==> config.mk <==
export PLATFORM = sky130hd
export DESIGN_NAME = spi_port
export DESIGN_NICKNAME = d
export VERILOG_FILES = /design/src/rtl/spi_port_pkg.sv /design/src/rtl/spi_port_clkgen.sv /design/src/rtl/spi_port_sync.sv /design/src/rtl/spi_port_shifter.sv /design/src/rtl/spi_port.sv
export SDC_FILE = /design/constraint.sdc
export NUM_CORES = 1
export LEC_CHECK = 0
export ABC_CLOCK_PERIOD_IN_PS = 7170
export BUFFER_PORTS_ARGS = -buffer_cell sky130_fd_sc_hd__buf_2
export CAP_MARGIN = 20
export CORE_ASPECT_RATIO = 1.4
export CORE_UTILIZATION = 50
export DETAILED_ROUTE_END_ITERATION = 12
export PLACE_DENSITY_LB_ADDON = 0.12
export SYNTH_ARGS = -nofsm -noshare
export SYNTH_HDL_FRONTEND = slang
export SYNTH_HIERARCHICAL = 1
export SYNTH_SLANG_ARGS = --single-unit
==> constraint.sdc <==
create_clock -name clk_i -period 7.17 [get_ports clk_i]
set_input_delay 0.717 -clock clk_i [delete_from_list [all_inputs] [get_ports clk_i]]
set_output_delay 0.717 -clock clk_i [all_outputs]
set_load 0.005 [all_outputs]
==> src/rtl/spi_port_pkg.sv <==
package spi_port_pkg;

  typedef enum logic [1:0] {
    ROLE_IDLE   = 2'd0,
    ROLE_MASTER = 2'd1,
    ROLE_SLAVE  = 2'd2
  } role_e;

  typedef enum logic [2:0] {
    SRC_DIV_A = 3'd0,
    SRC_DIV_B = 3'd1,
    SRC_DIV_C = 3'd2,
    SRC_DIV_D = 3'd3,
    SRC_TMR   = 3'd4
  } sck_src_e;

  typedef struct packed {
    role_e    role;
    sck_src_e src;
    logic     ss_used;
  } mode_t;

  function automatic mode_t decode_mode(input logic [3:0] code);
    mode_t d;
    d.role    = ROLE_IDLE;
    d.src     = SRC_DIV_A;
    d.ss_used = 1'b0;
    case (code)
      4'b0000: begin d.role = ROLE_MASTER; d.src = SRC_DIV_A; end
      4'b1010: begin d.role = ROLE_MASTER; d.src = SRC_DIV_B; end
      4'b0001: begin d.role = ROLE_MASTER; d.src = SRC_DIV_C; end
      4'b0010: begin d.role = ROLE_MASTER; d.src = SRC_DIV_D; end
      4'b0011: begin d.role = ROLE_MASTER; d.src = SRC_TMR;   end
      4'b0100: begin d.role = ROLE_SLAVE;  d.ss_used = 1'b1;  end
      4'b0101: begin d.role = ROLE_SLAVE;  d.ss_used = 1'b0;  end
      default: d.role = ROLE_IDLE;
    endcase
    return d;
  endfunction

endpackage

==> src/rtl/spi_port_clkgen.sv <==
module spi_port_clkgen
  import spi_port_pkg::*;
#(
  parameter int DIV_A = 4,
  parameter int DIV_B = 8,
  parameter int DIV_C = 16,
  parameter int DIV_D = 64
) (
  input  logic     clk_i,
  input  logic     rst_ni,
  input  logic     run_i,
  input  sck_src_e src_i,
  input  logic     tmr_tick_i,
  output logic     half_tick_o
);

  localparam int HALF_MAX = DIV_D / 2;
  localparam int CW       = $clog2(HALF_MAX + 1);

  logic [CW-1:0] cnt_q;
  logic [CW-1:0] half_lim;
  logic          wrap;
  logic          use_tmr;

  always_comb begin
    case (src_i)
      SRC_DIV_A: half_lim = CW'(DIV_A / 2 - 1);
      SRC_DIV_B: half_lim = CW'(DIV_B / 2 - 1);
      SRC_DIV_C: half_lim = CW'(DIV_C / 2 - 1);
      SRC_DIV_D: half_lim = CW'(DIV_D / 2 - 1);
      default:   half_lim = '0;
    endcase
  end

  assign use_tmr = (src_i == SRC_TMR);
  assign wrap    = (cnt_q == half_lim);

  always_ff @(posedge clk_i or negedge rst_ni) begin
    if (!rst_ni)                      cnt_q <= '0;
    else if (!run_i || use_tmr || wrap) cnt_q <= '0;
    else                              cnt_q <= cnt_q + 1'b1;
  end

  assign half_tick_o = run_i & (use_tmr ? tmr_tick_i : wrap);

endmodule

==> src/rtl/spi_port_sync.sv <==
module spi_port_sync #(
  parameter int             W       = 3,
  parameter int             STAGES  = 2,
  parameter logic [W-1:0]   RST_VAL = '0
) (
  input  logic         clk_i,
  input  logic         rst_ni,
  input  logic [W-1:0] d_i,
  output logic [W-1:0] q_o
);

  logic [W-1:0] stg_q [STAGES];

  always_ff @(posedge clk_i or negedge rst_ni) begin
    if (!rst_ni) begin
      for (int i = 0; i < STAGES; i++) stg_q[i] <= RST_VAL;
    end else begin
      stg_q[0] <= d_i;
      for (int i = 1; i < STAGES; i++) stg_q[i] <= stg_q[i-1];
    end
  end

  assign q_o = stg_q[STAGES-1];

endmodule

==> src/rtl/spi_port_shifter.sv <==
module spi_port_shifter #(
  parameter int W = 8
) (
  input  logic         clk_i,
  input  logic         rst_ni,
  input  logic         clear_i,
  input  logic         master_i,
  input  logic         load_i,
  input  logic [W-1:0] load_data_i,
  input  logic         lead_i,
  input  logic         trail_i,
  input  logic         sdi_i,
  output logic         busy_o,
  output logic         phase_o,
  output logic         done_o,
  output logic [W-1:0] rx_o,
  output logic         sdo_o
);

  localparam int            CW   = $clog2(W);
  localparam logic [CW-1:0] LAST = CW'(W - 1);

  logic [W-1:0]  sh_q;
  logic [CW-1:0] cnt_q;
  logic          smp_q, phase_q, run_q;
  logic          do_lead, do_trail, last_bit;

  assign do_lead  = lead_i  & ~phase_q & ~clear_i;
  assign do_trail = trail_i &  phase_q & ~clear_i;
  assign last_bit = (cnt_q == LAST);
  assign done_o   = do_trail & last_bit;
  assign rx_o     = {sh_q[W-2:0], smp_q};

  always_ff @(posedge clk_i or negedge rst_ni) begin
    if (!rst_ni) begin
      sh_q    <= '0;
      cnt_q   <= '0;
      smp_q   <= 1'b0;
      phase_q <= 1'b0;
      run_q   <= 1'b0;
    end else begin
      if (load_i) begin
        sh_q  <= load_data_i;
        run_q <= master_i;
      end
      if (do_lead) begin
        smp_q   <= sdi_i;
        phase_q <= 1'b1;
      end
      if (do_trail) begin
        sh_q    <= rx_o;
        phase_q <= 1'b0;
        cnt_q   <= last_bit ? '0 : cnt_q + 1'b1;
        if (last_bit) run_q <= 1'b0;
      end
      if (clear_i) begin
        cnt_q   <= '0;
        phase_q <= 1'b0;
        run_q   <= 1'b0;
      end
    end
  end

  assign busy_o  = run_q | phase_q | (cnt_q != '0);
  assign phase_o = phase_q;
  assign sdo_o   = sh_q[W-1];

endmodule

==> src/rtl/spi_port.sv <==
module spi_port
  import spi_port_pkg::*;
#(
  parameter int DATA_W      = 8,
  parameter int DIV_A       = 4,
  parameter int DIV_B       = 8,
  parameter int DIV_C       = 16,
  parameter int DIV_D       = 64,
  parameter int SYNC_STAGES = 2
) (
  input  logic              clk_i,
  input  logic              rst_ni,
  input  logic              en_i,
  input  logic              cpol_i,
  input  logic [3:0]        mode_i,
  input  logic              wr_i,
  input  logic [DATA_W-1:0] wdata_i,
  input  logic              rd_i,
  output logic [DATA_W-1:0] rdata_o,
  input  logic              clr_wcol_i,
  input  logic              clr_ovf_i,
  input  logic              tmr_tick_i,
  input  logic              sck_i,
  input  logic              sdi_i,
  input  logic              ss_ni,
  output logic              sck_o,
  output logic              sck_oe_o,
  output logic              sdo_o,
  output logic              sdo_oe_o,
  output logic              busy_o,
  output logic              full_o,
  output logic              wcol_o,
  output logic              ovf_o
);

  mode_t dec;
  logic  is_master, is_slave, active;
  logic  sck_s, sdi_s, ss_s, sck_q;
  logic  selected, s_lead, s_trail, half_tick;
  logic  sh_lead, sh_trail, sh_sdi, sh_clear;
  logic  sh_busy, sh_phase, sh_done, sh_sdo;
  logic  [DATA_W-1:0] sh_rx;
  logic  busy_int, accept, collide, load;
  logic  ovf_set;
  logic  [DATA_W-1:0] buf_q;
  logic  full_q, wcol_q, ovf_q;

  assign dec       = decode_mode(mode_i);
  assign is_master = en_i & (dec.role == ROLE_MASTER);
  assign is_slave  = en_i & (dec.role == ROLE_SLAVE);
  assign active    = is_master | is_slave;

  // slave-side pins cross into clk_i
  spi_port_sync #(
    .W       (3),
    .STAGES  (SYNC_STAGES),
    .RST_VAL (3'b100)
  ) u_sync (
    .clk_i  (clk_i),
    .rst_ni (rst_ni),
    .d_i    ({ss_ni, sdi_i, sck_i}),
    .q_o    ({ss_s, sdi_s, sck_s})
  );

  always_ff @(posedge clk_i or negedge rst_ni) begin
    if (!rst_ni) sck_q <= 1'b0;
    else         sck_q <= sck_s;
  end

  assign selected = ~dec.ss_used | ~ss_s;
  assign s_lead   = is_slave & selected & (sck_s != cpol_i) & (sck_q == cpol_i);
  assign s_trail  = is_slave & selected & (sck_s == cpol_i) & (sck_q != cpol_i);

  spi_port_clkgen #(
    .DIV_A (DIV_A),
    .DIV_B (DIV_B),
    .DIV_C (DIV_C),
    .DIV_D (DIV_D)
  ) u_clkgen (
    .clk_i       (clk_i),
    .rst_ni      (rst_ni),
    .run_i       (is_master & sh_busy),
    .src_i       (dec.src),
    .tmr_tick_i  (tmr_tick_i),
    .half_tick_o (half_tick)
  );

  assign sh_lead  = is_master ? half_tick : s_lead;
  assign sh_trail = is_master ? half_tick : s_trail;
  assign sh_sdi   = is_master ? sdi_i : sdi_s;
  // deselect aborts a partial slave byte
  assign sh_clear = ~active | (is_slave & ~selected);

  assign busy_int = active & sh_busy;
  assign accept   = active & wr_i;
  assign collide  = accept & busy_int;
  assign load     = accept & ~busy_int;

  spi_port_shifter #(
    .W (DATA_W)
  ) u_shifter (
    .clk_i       (clk_i),
    .rst_ni      (rst_ni),
    .clear_i     (sh_clear),
    .master_i    (is_master),
    .load_i      (load),
    .load_data_i (wdata_i),
    .lead_i      (sh_lead),
    .trail_i     (sh_trail),
    .sdi_i       (sh_sdi),
    .busy_o      (sh_busy),
    .phase_o     (sh_phase),
    .done_o      (sh_done),
    .rx_o        (sh_rx),
    .sdo_o       (sh_sdo)
  );

  // a read in the completion cycle counts as taken first
  assign ovf_set = sh_done & is_slave & full_q & ~rd_i;

  always_ff @(posedge clk_i or negedge rst_ni) begin
    if (!rst_ni) begin
      buf_q  <= '0;
      full_q <= 1'b0;
      wcol_q <= 1'b0;
      ovf_q  <= 1'b0;
    end else begin
      if (sh_done) begin
        if (!ovf_set) begin
          buf_q  <= sh_rx;
          full_q <= 1'b1;
        end
      end else if (rd_i) begin
        full_q <= 1'b0;
      end
      if (collide)         wcol_q <= 1'b1;
      else if (clr_wcol_i) wcol_q <= 1'b0;
      if (ovf_set)         ovf_q  <= 1'b1;
      else if (clr_ovf_i)  ovf_q  <= 1'b0;
    end
  end

  assign sck_o    = cpol_i ^ (is_master & sh_phase);
  assign sck_oe_o = is_master;
  assign sdo_o    = sh_sdo;
  assign sdo_oe_o = is_master | (is_slave & selected);
  assign busy_o   = busy_int;
  assign full_o   = full_q;
  assign wcol_o   = wcol_q;
  assign ovf_o    = ovf_q;
  assign rdata_o  = buf_q;

endmodule

== Word-level counts from Yosys, hierarchy flattened ==
Cells that the tools add are included.

* Register bits after elaboration: 38
* Input port bits: 24
* Output and inout bits: 16
* Word-level logic and storage cells: 117

* Add/subtract/negate cells: 2
* Equal/unequal tests: 19
* Multiplexer cells: 28
* Bitwise gates (word level): 39
* Reductions and logical operators: 16

{| class="wikitable"
|+ Operator list
! operator !! count
|-
| $and 1x1->1 || 23
|-
| $pmux 5 s4 || 1
|-
| $mux 1 || 19
|-
| $mux 8 || 2
|-
| $pmux 3 s4 || 1
|-
| $reduce_bool 2->1 || 5
|-
| $mux 3 || 3
|-
| $not 1->1 || 9
|-
| $eq 4x2->1 const B || 2
|-
| $eq 4x3->1 const B || 2
|-
| $add 6x1->6 const B || 1
|-
| $eq 3x2->1 const B || 2
|-
| $eq 3x3->1 const B || 2
|-
| $eq 6x5->1 || 1
|-
| $mux 6 || 1
|-
| $or 1x1->1 || 6
|-
| $reduce_bool 3->1 || 2
|-
| $reduce_or 5->1 || 1
|-
| $eq 4x1->1 const B || 1
|-
| $eq 4x4->1 const B || 1
|-
| $logic_not 4->1 || 1
|-
| $pmux 2 s2 || 1
|-
| $reduce_and 2->1 || 2
|-
| $add 3x1->3 const B || 1
|-
| other kinds (11) || 14
|}

== Depth between registers and ports, before layout ==
* Depth in word-level cells: 17
* Gate-level depth with buffers: 13
* Mapped depth without buffers: 12

== Cells and area by module ==
The synthesis kept the hierarchy.

{| class="wikitable"
|+ Modules (own cells, without submodules)
! module !! instances !! cells each !! area an instance (µm²) !! sequential area each (µm²)
|-
| spi_port_shifter || 1 || 58 || 767.0 || 350.3
|-
| spi_port || 1 || 57 || 666.9 || 300.3
|-
| spi_port_clkgen || 1 || 41 || 409.1 || 150.1
|-
| spi_port_sync || 1 || 9 || 175.2 || 152.6
|}

== Worst setup path before layout ==
Ideal clock, no wire load.

* Path kind: input to register
* From: input mode_i[2]
* To: register buf_q[0] (netlist: rdata_o[0])
* Library setup time: 125 ps
* Data arrival time: 3094 ps
* Required time: 7045 ps
* Slack: 3952 ps
* Cell stages on the path: 12
* Buffers on the path: 1
* Cells stage by stage: nor4bb_1 -> and2b_1 -> o21ai_1 -> a32oi_2 -> nor2_2 -> a32o_1 -> o2bb2ai_1 -> buf_2 -> nand3b_4 -> nor2_1 -> o21ai_4 -> mux2_2

* Elaborated cells on any way between the ends: 46
* Those cells by class: eq/ne (13); mux (6); bitwise (22); reduce/logical (5)

{| class="wikitable"
|+ RTL lines
! what !! RTL line !! RTL
|-
| start: declaration || spi_port.sv:15 || <nowiki>input logic [3:0] mode_i,</nowiki>
|-
| $eq 4x2->1 (tied with other cells) || spi_port_pkg.sv:28 || <nowiki>case (code)</nowiki>
|-
| $pmux 3 s4 (tied with other cells) || spi_port_pkg.sv:28 ||
|-
| $eq 3x2->1 (tied with other cells) || spi_port_clkgen.sv:26 || <nowiki>case (src_i)</nowiki>
|-
| $pmux 5 s4 / $eq 2x1->1 (equally long branches) || spi_port_clkgen.sv:26, spi_port.sv:49 ||
|-
| $eq 6x5->1 / $and 1x1->1 (equally long branches) || spi_port_clkgen.sv:36, spi_port.sv:49 ||
|-
| $mux 1 / $and 1x1->1 (equally long branches) || spi_port_clkgen.sv:44, spi_port.sv:82 ||
|-
| $and 1x1->1 * || spi_port_clkgen.sv:44 || <nowiki>assign half_tick_o = run_i & (use_tmr ? tmr_tick_i : wrap);</nowiki>
|-
| net half_tick || spi_port.sv:39 || <nowiki>logic selected, s_lead, s_trail, half_tick;</nowiki>
|-
| $mux 1 * || spi_port.sv:89 || <nowiki>assign sh_trail = is_master ? half_tick : s_trail;</nowiki>
|-
| net sh_trail || spi_port.sv:40 || <nowiki>logic sh_lead, sh_trail, sh_sdi, sh_clear;</nowiki>
|-
| $and 1x1->1 * (2 in a row) || spi_port_shifter.sv:29 || <nowiki>assign do_trail = trail_i & phase_q & ~clear_i;</nowiki>
|-
| $and 1x1->1 * || spi_port_shifter.sv:31 || <nowiki>assign done_o = do_trail & last_bit;</nowiki>
|-
| net sh_done || spi_port.sv:41 || <nowiki>logic sh_busy, sh_phase, sh_done, sh_sdo;</nowiki>
|-
| $and 1x1->1 (3 in a row) || spi_port.sv:119 || <nowiki>assign ovf_set = sh_done & is_slave & full_q & ~rd_i;</nowiki>
|-
| $not 1->1 (no source line) || - ||
|-
| $reduce_and 2->1 (no source line) * || - ||
|-
| end signal: assignment || spi_port.sv:130 || <nowiki>buf_q <= sh_rx;</nowiki>
|-
| end: declaration || spi_port.sv:45 || <nowiki>logic [DATA_W-1:0] buf_q;</nowiki>
|}

Mark *: on every way through the listed nets, which the timed path passes. The rest lies on a longest branch.
A chain may end at the register's enable or synchronous reset.

==> results by group <==
Run status
  – Outcome: completed

Timing
  – Worst hold slack: 0.352 ns
  – Final setup viols: 0
  – Slew Limit Fails: 0
  – Clk_skew: 0.00658 ns
  – Endpoints failing hold: 0
  – Unrepaired setup endpoints after global routing: no
  – Fmax: 276 MHz
  – Setup tns final: 0 ns
  – Crit path time final: 3.62 ns
  – Period utilization: 50.5%
  – Relative slew slack: between 40% and 50%
  – Worst Tran Pin Value: 0.834 ns

Finish
  – Most frequent cells in the layout: 39 x buf_2, 36 x dfrtp_1, 26 x mux2_2
  – Fraction of layout cells with a size suffix above 1: 44.2%
  – Layout net count: 233
  – Commonest non-fill, non-tap cell in the layout: buf_2
  – Final non-filler cell total: 249
  – Area growth from synthesis to final layout: 15.3%
  – ANT cells: 0

Clock tree
  – Root buf cell: clkbuf_8
  – CTS Buffer Depth: 2
  – Clk sinks: 38
  – H-tree Lvls: 2
  – Post-CTS setup buffer count: 0
  – TritonCTS Buffers: 5
  – CTS tree: built
  – Clk slew on worst S/H paths: 0.07 ns
  – Clk_lat worst skew: 0.29 ns
  – Post-CTS sizing: 0
  – Post-CTS Hold Buffers: 0

Min path
  – Worst Min Path Start: u_sync/stg_q[5]$_DFF_PN1_
  – Hold Crit Class: reg -> reg

Global routing
  – Initial antenna violation count: 0
  – GRT Overall Usage: around a fifth
  – Grt ovf: 0
  – Global-route wire length before repair: 6560 microns
  – Pin count of the biggest net entering global routing: 39
  – Vias in the first global route: 1482

Place
  – Number of port buffers: 39
  – Final GP Congestion: roughly 0.78
  – Placed insts: 241
  – DPL Wire Length: 2860 microns

Floorplanning
  – Starting Density: 51.9%
  – Die Width: 55.7 microns
  – Die area: 0.00430 sq mm
  – Number of I/O pins: 40
  – # rows: 27
  – Die height: 77.2 microns
  – Placeable core area: 0.00388 sq mm

Critical path
  – Critical path arrival: ~3.8 ns
  – CP endpoint: rdata_o[2]$_DFFE_PN0P_
  – CP Capture Type: flip-flop
  – CP startpoint kind: input port
  – Reg2reg start: u_shifter/phase_o$_DFFE_PN0P_
  – WP data required: roughly 7.3 ns
  – Crit Path Max Fanout: 9
  – R2r endpoint: rdata_o[2]$_DFFE_PN0P_
  – WS Path Type: in -> reg
  – R2r worst-path depth: 9
  – R2R Setup Slk: 4.16 ns
  – Start point of the critical path: mode_i[1]

Drt
  – DR WL/cell: around 15 microns
  – DR DRC count: 0
  – Total Wirelength: 3810 microns
  – DR iter-0 viols: 76
  – Via/cell ratio: 5.64
  – Antenna-violating nets left: 0
  – Via count: 1404
  – Pre-antenna DRT Iters: 6

Synth
  – Post-Synth Simple-Gate Area: 15.3%
  – EDFF count, synth: 0
  – Largest family of logic cells by synthesized area: multiplexers
  – Mux cell area share after synthesis: 16.0%
  – Compound-Gate Fraction of Synth Area: 11.8%
  – Post-Synthesis Cells: 165
  – Most used DFF post-synth: dfrtp_1
  – Synth Net Count: 193
  – Share of synthesized flip-flops with an asynchronous set or reset: 100%
  – Syn avg cell area: 12.2 sq um
  – Seq/Total Area, Yosys: 47.2%
  – Synth Area in Adders: under 10%
  – Yosys Warn Count: 6
  – Library cells used by synthesis: 50
  – Synthesized area: slightly above 0.002 sq mm
  – #FFs+latches synth: 38
  – Xor/xnor cell area share of the yosys netlist: 2.17%

Power
  – LEAKAGE: 1.10 nW
  – PD cells: just under 200 mW/mm^2
  – Maximum resistive drop on vdd: approximately 190 uV

Run
  – Max-Cap Viols: 0
[synth_stat cells (all sizes together) (2+ instances only)]
| cell type | number | area [sq um] |
|---|---|---|
| mux2 | 26 | 293 |
| nor2b | 4 | 27.5 |
| xnor2 | 2 | 17.5 |
| nand2 | 3 | 11.3 |
| dfrtp | 36 | 901 |
| o31ai | 2 | 33.8 |
| and2 | 2 | 15.0 |
| nand3 | 4 | 20.0 |
| o21ai | 5 | 36.3 |
| a21bo | 3 | 30.0 |
| dfstp | 2 | 52.6 |
| o2bb2ai | 2 | 17.5 |
| mux2i | 3 | 30.0 |
| nor2 | 10 | 40.0 |
| nor3 | 2 | 10.0 |
| ha | 4 | 50.1 |
| xor2 | 3 | 26.3 |
| nand4bb | 3 | 50.1 |
| inv | 12 | 45.0 |
| nand2b | 4 | 25.0 |
| a21oi | 4 | 23.8 |
| buf | 7 | 57.6 |
| nor3b | 5 | 42.5 |
| a211oi | 2 | 15.0 |
[state kept, by name, indices dropped and copies added, names as in the netlist, 3 cells and up]
| register | count |
|---|---|
| u_sync/stg_q | 3 |
| u_shifter/cnt_q | 3 |
| u_clkgen/cnt_q | 6 |
| rdata_o | 8 |
| u_sync/q_o | 3 |
| u_shifter/sh_q | 8 |
[area by class of cell]
type	count	area, sq um
Fill cell	328	1560
Inverter	12	45.0
Multi-Input combinational cell	108	962
Sequential cell	38	953
Tap cell	43	53.8
Timing Repair Buffer	40	203
Clock buffer	8	110
[worst min-delay path by stage]
stage / to / slack [ns] / depth (start not counted)
3_3_place_gp: u_sync/q_o[0]$_DFF_PN0_ / 0.34 / 0
5_1_grt: u_sync/q_o[0]$_DFF_PN0_ / 0.36 / 0
4_1_cts: u_sync/q_o[0]$_DFF_PN0_ / 0.36 / 0
6_report: u_sync/q_o[2]$_DFF_PN1_ / 0.35 / 0
2_1_floorplan: u_sync/q_o[0]$_DFF_PN0_ / 0.33 / 0
3_5_place_dp: u_sync/q_o[0]$_DFF_PN0_ / 0.34 / 0
[per-layer routing]
layer	part of all wire, %	wire, microns	global-route usage (%)
met5	0	0	0
met4	2.5	95	9.75
met3	5.6	215	4.55
met2	51	1940	35.1
met1	41	1560	21.2
[report_power, final]
part / leakage, nW / switching, mW / internal [mW] / total, mW
Combinational: 0.548 / 0.0214 / 0.0273 / 0.0488
Clock: 0.0575 / 0.0734 / 0.0971 / 0.170
Sequential: 0.495 / 0.00800 / 0.227 / 0.235
Total: 1.10 / 0.103 / 0.352 / 0.454
[critical path, stage by stage]
cell	delay, ns
buf_2	0.13
nor4bb_1	0.74
and2b_1	0.29
o21ai_1	0.15
a32oi_2	0.10
nor2_2	0.17
a32o_1	0.16
o2bb2ai_1	0.36
nand3b_4	0.23
nor2_1	0.27
o21ai_4	0.16
mux2_2	0.30
[cell families after synthesis]
logic type | Yosys count
compound gates | 27
xor+xnor | 5
fa+ha+maj | 4
buf+inv | 19
flops | 38
mux | 29
simple gates | 43
[stage by stage]
stage / cell area (sq um) / power (mW) / utilization [%] / setup WS, ns
2_1_floorplan: 2020 / 0.269 / - / 3.95
3_3_place_gp: 2220 / 0.287 / 57.1 / 3.46
3_5_place_dp: 2220 / 0.289 / 57.1 / 3.28
4_1_cts: 2330 / 0.462 / 59.9 / 3.55
5_1_grt: 2330 / 0.472 / 59.9 / 3.29
6_report: 2330 / 0.454 / 59.9 / 3.55
Note: power is estimated with default switching activity, not from simulation.
